--- src/rtl/irq_ctrl_pkg.sv ---
package irq_ctrl_pkg;
  localparam int LINES  = 8;
  localparam int LVL_W  = $clog2(LINES);
  localparam int DW     = 8;
  localparam int BASE_W = 3;
  localparam int PAD_W  = DW - BASE_W - LVL_W;
  localparam logic [DW-1:0] EOI_CMD = 8'h20;

  typedef struct packed {
    logic          maskWr;
    logic          initWr;
    logic          eoi;
    logic          ack;
    logic [DW-1:0] data;
  } strobes_t;
endpackage

--- src/rtl/irq_ctrl_datapath.sv ---
module irq_ctrl_datapath
  import irq_ctrl_pkg::*;
(
  input  logic             clk,
  input  logic             rstN,
  input  logic [LINES-1:0] reqIn,
  input  strobes_t         strb,
  output logic [LINES-1:0] irrQ,
  output logic [LINES-1:0] imrQ,
  output logic [LINES-1:0] isrQ,
  output logic             winValid,
  output logic [DW-1:0]    vector
);
  logic [LINES-1:0]  reqPrevQ, rise, eligible, ackSet, eoiClr;
  logic [LVL_W-1:0]  winLevel, isrLevel;
  logic              winFound, isrFound;
  logic [BASE_W-1:0] baseQ;

  genvar gi;
  generate
    for (gi = 0; gi < LINES; gi++) begin : g_edge
      assign rise[gi] = reqIn[gi] & ~reqPrevQ[gi];
      assert_edge_latch_R2: assert property (@(posedge clk) disable iff (!rstN)
        $rose(reqIn[gi]) |=> irrQ[gi]);
    end
  endgenerate

  assign eligible = irrQ & ~imrQ;

  always_comb begin
    winFound = 1'b0;
    winLevel = '0;
    isrFound = 1'b0;
    isrLevel = '0;
    for (int i = LINES - 1; i >= 0; i--) begin
      if (eligible[i]) begin
        winFound = 1'b1;
        winLevel = LVL_W'(i);
      end
      if (isrQ[i]) begin
        isrFound = 1'b1;
        isrLevel = LVL_W'(i);
      end
    end
  end

  assign winValid = winFound && (!isrFound || (winLevel < isrLevel));
  assign ackSet   = (strb.ack && winValid) ? (LINES'(1) << winLevel) : '0;
  assign eoiClr   = (strb.eoi && isrFound) ? (LINES'(1) << isrLevel) : '0;

  always_ff @(posedge clk) begin
    if (!rstN) begin
      reqPrevQ <= '0;
      irrQ     <= '0;
      imrQ     <= '1;
      isrQ     <= '0;
      baseQ    <= '0;
      vector   <= '0;
    end else begin
      reqPrevQ <= reqIn;
      irrQ     <= (irrQ & ~ackSet) | rise;
      if (strb.initWr) begin
        isrQ  <= '0;
        imrQ  <= '0;
        baseQ <= strb.data[DW-1 -: BASE_W];
      end else begin
        isrQ <= (isrQ & ~eoiClr) | ackSet;
        if (strb.maskWr) imrQ <= strb.data;
      end
      if (strb.ack)
        vector <= {baseQ, {PAD_W{1'b0}}, (winValid ? winLevel : LVL_W'(LINES - 1))};
    end
  end

  assert_ack_sets_isr_R5: assert property (@(posedge clk) disable iff (!rstN)
    (strb.ack && winValid && !strb.initWr) |=> isrQ[$past(winLevel)]);

  assert_eoi_drops_one_R7: assert property (@(posedge clk) disable iff (!rstN)
    (strb.eoi && !strb.ack && (isrQ != '0)) |=> ($countones(isrQ) == $countones($past(isrQ)) - 1));

  assert_init_clears_R8: assert property (@(posedge clk) disable iff (!rstN)
    strb.initWr |=> ((isrQ == '0) && (imrQ == '0)));
endmodule

--- src/rtl/irq_ctrl_control.sv ---
module irq_ctrl_control
  import irq_ctrl_pkg::*;
(
  input  logic             clk,
  input  logic             rstN,
  input  logic             cpuSel,
  input  logic             cpuWr,
  input  logic [DW-1:0]    cpuWrData,
  input  logic             instrBoundary,
  input  logic             intAck,
  input  logic             winValid,
  input  logic [LINES-1:0] irrQ,
  input  logic [LINES-1:0] imrQ,
  input  logic [LINES-1:0] isrQ,
  output strobes_t         strb,
  output logic             intr,
  output logic [DW-1:0]    cpuRdData
);
  logic cmdWr, holdQ, selIsrQ, selCmd;

  assign cmdWr = cpuWr & ~cpuSel;

  always_comb begin
    strb.data   = cpuWrData;
    strb.maskWr = cpuWr & cpuSel;
    strb.initWr = cmdWr & cpuWrData[4];
    strb.eoi    = cmdWr & ~cpuWrData[4] & ~cpuWrData[3] & (cpuWrData == EOI_CMD);
    strb.ack    = intAck;
  end

  assign selCmd = cmdWr & ~cpuWrData[4] & cpuWrData[3] & cpuWrData[1];

  always_ff @(posedge clk) begin
    if (!rstN) begin
      holdQ   <= 1'b0;
      selIsrQ <= 1'b0;
    end else begin
      if (strb.maskWr)       holdQ <= 1'b1;
      else if (instrBoundary) holdQ <= 1'b0;
      if (strb.initWr)  selIsrQ <= 1'b0;
      else if (selCmd)  selIsrQ <= cpuWrData[0];
    end
  end

  assign intr      = winValid & ~holdQ;
  assign cpuRdData = cpuSel ? imrQ : (selIsrQ ? isrQ : irrQ);

  assert_hold_after_mask_R9: assert property (@(posedge clk) disable iff (!rstN)
    strb.maskWr |=> !intr);

  assert_mask_readback_R10: assert property (@(posedge clk) disable iff (!rstN)
    (strb.maskWr && !intAck) |=> (imrQ == $past(cpuWrData)));
endmodule

--- src/rtl/edge_irq_ctrl.sv ---
module edge_irq_ctrl
  import irq_ctrl_pkg::*;
(
  input  logic          clk,
  input  logic          rstN,
  input  logic [7:0]    reqIn,
  input  logic          cpuSel,
  input  logic          cpuWr,
  input  logic [7:0]    cpuWrData,
  output logic [7:0]    cpuRdData,
  input  logic          instrBoundary,
  input  logic          intAck,
  output logic          intr,
  output logic [7:0]    vector
);
  strobes_t         strb;
  logic [LINES-1:0] irrQ, imrQ, isrQ;
  logic             winValid;

  irq_ctrl_control u_ctrl (
    .clk(clk), .rstN(rstN), .cpuSel(cpuSel), .cpuWr(cpuWr), .cpuWrData(cpuWrData),
    .instrBoundary(instrBoundary), .intAck(intAck), .winValid(winValid),
    .irrQ(irrQ), .imrQ(imrQ), .isrQ(isrQ), .strb(strb), .intr(intr),
    .cpuRdData(cpuRdData)
  );

  irq_ctrl_datapath u_dp (
    .clk(clk), .rstN(rstN), .reqIn(reqIn), .strb(strb), .irrQ(irrQ), .imrQ(imrQ),
    .isrQ(isrQ), .winValid(winValid), .vector(vector)
  );
endmodule

--- config.mk ---
export PLATFORM = sky130hd
export DESIGN_NAME = edge_irq_ctrl
export DESIGN_NICKNAME = d
export VERILOG_FILES = /design/src/rtl/irq_ctrl_pkg.sv /design/src/rtl/irq_ctrl_datapath.sv /design/src/rtl/irq_ctrl_control.sv /design/src/rtl/edge_irq_ctrl.sv
export SDC_FILE = /design/constraint.sdc
export NUM_CORES = 1
export LEC_CHECK = 0
export ABC_AREA = 1
export BUFFER_PORTS_ARGS = -buffer_cell sky130_fd_sc_hd__buf_2
export CORE_MARGIN = 5
export CORE_UTILIZATION = 40
export CTS_BUF_LIST = sky130_fd_sc_hd__clkbuf_8
export CTS_CLUSTER_SIZE = 20
export DETAILED_ROUTE_END_ITERATION = 6
export HOLD_SLACK_MARGIN = 0.03
export RECOVER_POWER = 50
export SLEW_MARGIN = 20
export SYNTH_ARGS = -nofsm -noshare
export SYNTH_HDL_FRONTEND = slang
export SYNTH_SLANG_ARGS = --single-unit
--- constraint.sdc ---
create_clock -name clk -period 2.1 [get_ports clk]
set_input_delay 0.105 -clock clk [delete_from_list [all_inputs] [get_ports clk]]
set_output_delay 0.105 -clock clk [all_outputs]
set_load 0.01 [all_outputs]
# After elaboration in Yosys (flattened, before gate mapping)
# Index checks and enable logic that the tools add are counted.
# Widths: inputs -> output; s select.
[totals]
output_inout_bits = 17
in_bits = 22
ff_bits = 43
[classes]
order_cmp = 1
eq_ne = 1
muxes = 41
bitwise = 38
shifts = 2
n_reduce_logical = 8
[ops]
columns = ["op", "count"]
rows = [
  ["$mux 3", 17],
  ["$mux 8", 6],
  ["$and 8x8->8", 3],
  ["$not 8->8", 3],
  ["$mux 1", 18],
  ["$and 1x1->1", 17],
  ["$or 8x8->8", 2],
  ["$shl 1x3->8 const A", 2],
  ["$not 1->1", 13],
  ["$eq 8x6->1 const B", 1],
  ["$reduce_bool 2->1", 2],
  ["$logic_and 1x1->1", 3],
  ["$lt 3x3->1", 1],
  ["$reduce_or 2->1", 1],
  ["$logic_not 1->1", 1],
  ["$logic_or 1x1->1", 1],
]

# Depth between registers and ports, before layout
[depth]
depth_word = 18
ltp_mapped = 17
ltp_nobuf = 16

# Modules after synthesis
# A second synthesis with hierarchy kept.
[unflattened]
cells_unflattened = 346
area_unflattened_um2 = 2316.0
[by_module_without_submodules]
columns = ["module", "cells_each", "area_per_inst_um2", "seq_area_each_um2", "instances"]
rows = [
  ["irq_ctrl_datapath", 273, 1901.8, 820.8, 1],
  ["irq_ctrl_control", 73, 414.1, 40.0, 1],
]

# Least setup slack after synthesis
# Ideal clock, no wire load.
[synth_path]
path_type = "register to output"
from = "register u_dp.imrQ[0]"
to = "output port intr"
arrival_time_ps = 1801
path_slack_ps = 194
stages_incl_launch_ff = 16
t_required_ps = 1995
path_buffers = 1
cell_sequence = "dfxtp_1 > inv_1 > nand2_1 > nand2_1 > nor2_1 > o21ai_2 > inv_1 > ha_1 > inv_1 > o21bai_1 > inv_1 > nand2_1 > nand2_2 > buf_6 > nand2_1 > nor2_1"
[synth_between]
elab_chain_cells = 7
elab_cells_between_ends = 8
classes_between = "order compare (1); mux (2); bitwise (3); reduce/logical (2)"
[synth_lines]
columns = ["item", "line", "source"]
rows = [
  ["from (decl)", "irq_ctrl_datapath.sv:9", "output logic [LINES-1:0] imrQ,"],
  ["from (signal assigned)", "irq_ctrl_datapath.sv:68", "if (strb.maskWr) imrQ <= strb.data;"],
  ["$not 8->8 (*)", "irq_ctrl_datapath.sv:28", "assign eligible = irrQ & ~imrQ;"],
  ["$and 8x8->8 (*)", "irq_ctrl_datapath.sv:28", ""],
  ["$mux 3", "irq_ctrl_datapath.sv:36", "if (eligible[i]) begin"],
  ["$lt 3x3->1", "irq_ctrl_datapath.sv:47", "assign winValid = winFound && (!isrFound || (winLevel < isrLevel));"],
  ["$logic_or 1x1->1", "irq_ctrl_datapath.sv:47", ""],
  ["$logic_and 1x1->1 (*)", "irq_ctrl_datapath.sv:47", ""],
  ["$and 1x1->1 (*)", "irq_ctrl_control.sv:45", "assign intr = winValid & ~holdQ;"],
  ["to (decl)", "edge_irq_ctrl.sv:13", "output logic intr,"],
]
# Mark *: on every way between the ends. The rest lies on a longest branch, timed or not.

# Final worst setup path
[layout_path]
from = "register u_dp.irrQ[2]"
to = "output port intr"
[layout_between]
elab_chain_cells = 8
elab_cells_between_ends = 11
classes_between = "order compare (1); mux (6); bitwise (2); reduce/logical (2)"
[layout_lines]
columns = ["item", "line", "source"]
rows = [
  ["from (decl)", "irq_ctrl_datapath.sv:8", "output logic [LINES-1:0] irrQ,"],
  ["from (signal assigned)", "irq_ctrl_datapath.sv:61", "irrQ <= (irrQ & ~ackSet) | rise;"],
  ["$and 8x8->8 (*)", "irq_ctrl_datapath.sv:28", ""],
  ["$mux 3 (3 in series)", "irq_ctrl_datapath.sv:36", ""],
  ["$lt 3x3->1", "irq_ctrl_datapath.sv:47", ""],
  ["$logic_or 1x1->1", "irq_ctrl_datapath.sv:47", ""],
  ["$logic_and 1x1->1 (*)", "irq_ctrl_datapath.sv:47", ""],
  ["$and 1x1->1 (*)", "irq_ctrl_control.sv:45", ""],
]
# Marked as above.

==> results.json <==
{
  "ant_nets": 0,
  "leakage_nw": 1.49,
  "synth-adder-area-share_pct": 0.556,
  "synth_common_cells": "74 x nand2_1, 52 x inv_1, 43 x dfxtp_1",
  "muxShareOfSynthArea_pct": 0,
  "fin_hold_ws_ns": 0.0616,
  "grt_pass1_wl_mm": 9.77,
  "hp-class": "in2reg",
  "initial_core_util_pct": 41.1,
  "worstPathMaxFanout": 2,
  "synthArstFlopShare_pct": 0,
  "worst_slew_pin_slew_ns": 0.988,
  "cap_violations": 0,
  "die_y_um": 85.0,
  "synth_xor_area_share_pct": 0,
  "antenna_found_initial": 0,
  "die_area_um2": 7230,
  "crit_slowest_cell": "dfxtp_1",
  "synth_compound_area_share_pct": 17.6,
  "via_count": 2209,
  "synthCells": 320,
  "critPathCaptureType": "output port",
  "synth_top_area_share_pct": 38.2,
  "fin_crit_sh_pct": 95.8,
  "powerDensity_nw_per_um2": 695,
  "clkSinkCount": 43,
  "r2r_start": "u_dp.irrQ[2]$_SDFF_PN0_",
  "clkSlewWorstSetupHoldPaths_ns": 0.08,
  "place_hpwl_mm": 4.48,
  "synth.area.top_cells": "dfxtp_1 38%, nand2_1 12%, inv_1 8.7%, o21ai_0 6.0%, nand4_2 4.4%",
  "hold_violations": 0,
  "cp_cell_sequence": "nand2_2, nand2_2, nor2_4, o21ai_2, inv_2, ha_4, inv_4, o21bai_1, inv_1, nand2_2, nand2_4, nand2_2, nor2_1, buf_2",
  "startpoint": "u_dp.irrQ[2]$_SDFF_PN0_",
  "fp.dieW_um": 85.0,
  "drt_iter0_drc": 160,
  "power.total_mw": 1.99,
  "rsz0062_at_grt": "yes",
  "port_buffers": 36,
  "cp.required_ns": 2.00,
  "drv_slew": 0,
  "grt_max_degree": 20,
  "ys_seq_area_share_pct": 38.2,
  "synth-main-ff-cell": "dfxtp_1",
  "wl_mm": 5.87,
  "yosys_warnings": 0,
  "cp_num_buf_inv": 4,
  "grt_pass1_vias": 2057,
  "drive_gt1_share_pct": 35.3,
  "rows": 27,
  "crit_path_start_kind": "flop",
  "drtPass1Iterations": 4,
  "syn_area_per_cell_um2": 7.03,
  "core_area_um2": 5470,
  "grt_use_total_pct": 16.9,
  "synth_cell_type_count": 30,
  "fmaxAchievable_mhz": 497,
  "synth_top_family_by_area": "simple AND/OR/NAND/NOR gates",
  "via_per_inst": 4.92,
  "cts_buffers": 5,
  "synth_top_cell_by_area": "dfxtp_1",
  "setup_viol": 0,
  "io_pins": 39,
  "crit_top_cell": "nand2_2",
  "synth_seq_cells": 43,
  "synth.most_common_cell": "nand2_1",
  "gp_congestion": 0.881,
  "nets": 400,
  "synth_area_um2": 2250,
  "slowest_delay_ns": 0.38,
  "gr-total-overflow": 0,
  "antenna_cells": 0,
  "hp-start": "instrBoundary",
  "relSlewSlack_pct": 33.5,
  "clock_latency_ns": 0.29,
  "cts_root_buffer": "clkbuf_8",
  "cts_tree": "built",
  "synth_edf_count": 0,
  "route.detailed.wl_per_inst_um": 13.1,
  "fillers": 577,
  "synthToLayoutAreaGrowth_pct": 27.0,
  "finalCriticalPeriod_ns": 2.01,
  "ff_latch_area_um2": 883,
  "clk_path_buf_depth": 2,
  "critical_path_class": "reg2out",
  "outcome": "complete, no violations",
  "drc": 0,
  "crit_family": "simple AND/OR/NAND/NOR gates",
  "ir_drop_v": 0.000368,
  "multi_input_area_um2": 1210,
  "cp_data_arrival_time_ns": 1.91,
  "synth_simple_gate_area_share_pct": 30.9,
  "cts.htree.levels": 2,
  "fin_worst_skew_ns": 0.00694
}
-- worst reg2reg max path, delay by kind of cell (launching register included) --
family          cells  cell delay, ns
flops               1            0.38
buf+inv             5            0.50
compound gates      3            0.27
simple gates        6            0.43
fa+ha+maj           1            0.27
-- stage by stage --
step,setup slack (ns),cell area [µm²],utilization (%),setup TNS (ns),std cells
2_1_floorplan,0.194,2250,-,0,321
6_report,0.0878,2860,52.2,0,449
5_1_grt,-0.0484,2860,52.2,-0.0533,449
4_1_cts,0.00104,2760,50.5,0,445
3_3_place_gp,0.0480,2530,46.3,0,427
3_5_place_dp,0.00602,2530,46.3,0,427
-- final cells by class --
class | count | area share (%)
timing repair buffer | 61 | 13.1
clock buffer | 6 | 2.89
tap | 72 | 3.15
sequential | 43 | 30.9
clock inverter | 1 | 0.175
inverter | 57 | 7.57
multi-input combinational | 209 | 42.2
-- power breakdown --
group | total [mW] | switching (mW) | internal (mW)
Sequential | 0.922 | 0.0443 | 0.878
Clock | 0.523 | 0.265 | 0.258
Combinational | 0.543 | 0.325 | 0.218
-- layer usage --
layer | vias to the layer above | routed length [µm] | GRT usage, %
met1 | 1031 | 2760 | 23.1
met3 | 4 | 295 | 3.20
met2 | 48 | 2730 | 26.6
met5 | - | 0 | 0
met4 | 0 | 80 | 6.19
li1 | 1126 | - | -
-- registers in the layout, indices dropped and copies added, names as in the netlist --
signal / cells
u_dp.reqPrevQ: 8
u_dp.vector: 6
u_ctrl.selIsrQ: 1
u_dp.isrQ: 8
u_dp.irrQ: 8
u_ctrl.holdQ: 1
u_dp.imrQ: 8
u_dp.baseQ: 3
-- layout by cell type, fill, tap and decap left out, types with 8 or more instances in the layout --
master and instances:
dlygate4sd3_1 8, dfxtp_2 15, buf_4 16, nand2_2 15, buf_2 29, nand4_2 8, nand2_1 65, o21ai_0 28
inv_2 12, a21oi_1 18, or2_2 9, inv_1 44, clkbuf_1 8, nor2_1 17, dfxtp_1 27
-- path summary, 6_finish.rpt --
kind | end | slack [ns] | cells past startpoint
setup / recovery | intr | 0.09 | 14
hold / removal | u_ctrl.holdQ$_SDFFE_PN0P_ | 0.06 | 4
setup reg to reg | u_dp.isrQ[4]$_SDFF_PP0_ | 0.13 | 15
hold reg to reg | u_dp.vector[7]$_SDFFE_PN0P_ | 0.46 | 2
-- cells by family after synthesis --
| logic type | Yosys count |
|---|---|
| other | 1 |
| adders and majority gates | 1 |
| DFF | 43 |
| and+or+nand+nor | 141 |
| buffers and inverters | 69 |
| AOI/OAI and AO/OA | 65 |
-- timing repair --
action,4_1_cts,5_1_grt
buffers inserted,3,4
endpoints found under the setup margin,4,13
hold buffers,8,0
endpoints found under the hold margin,8,0
pin swaps,4,12
resized for setup,21,29
Note: power is estimated with default switching activity, not from simulation.
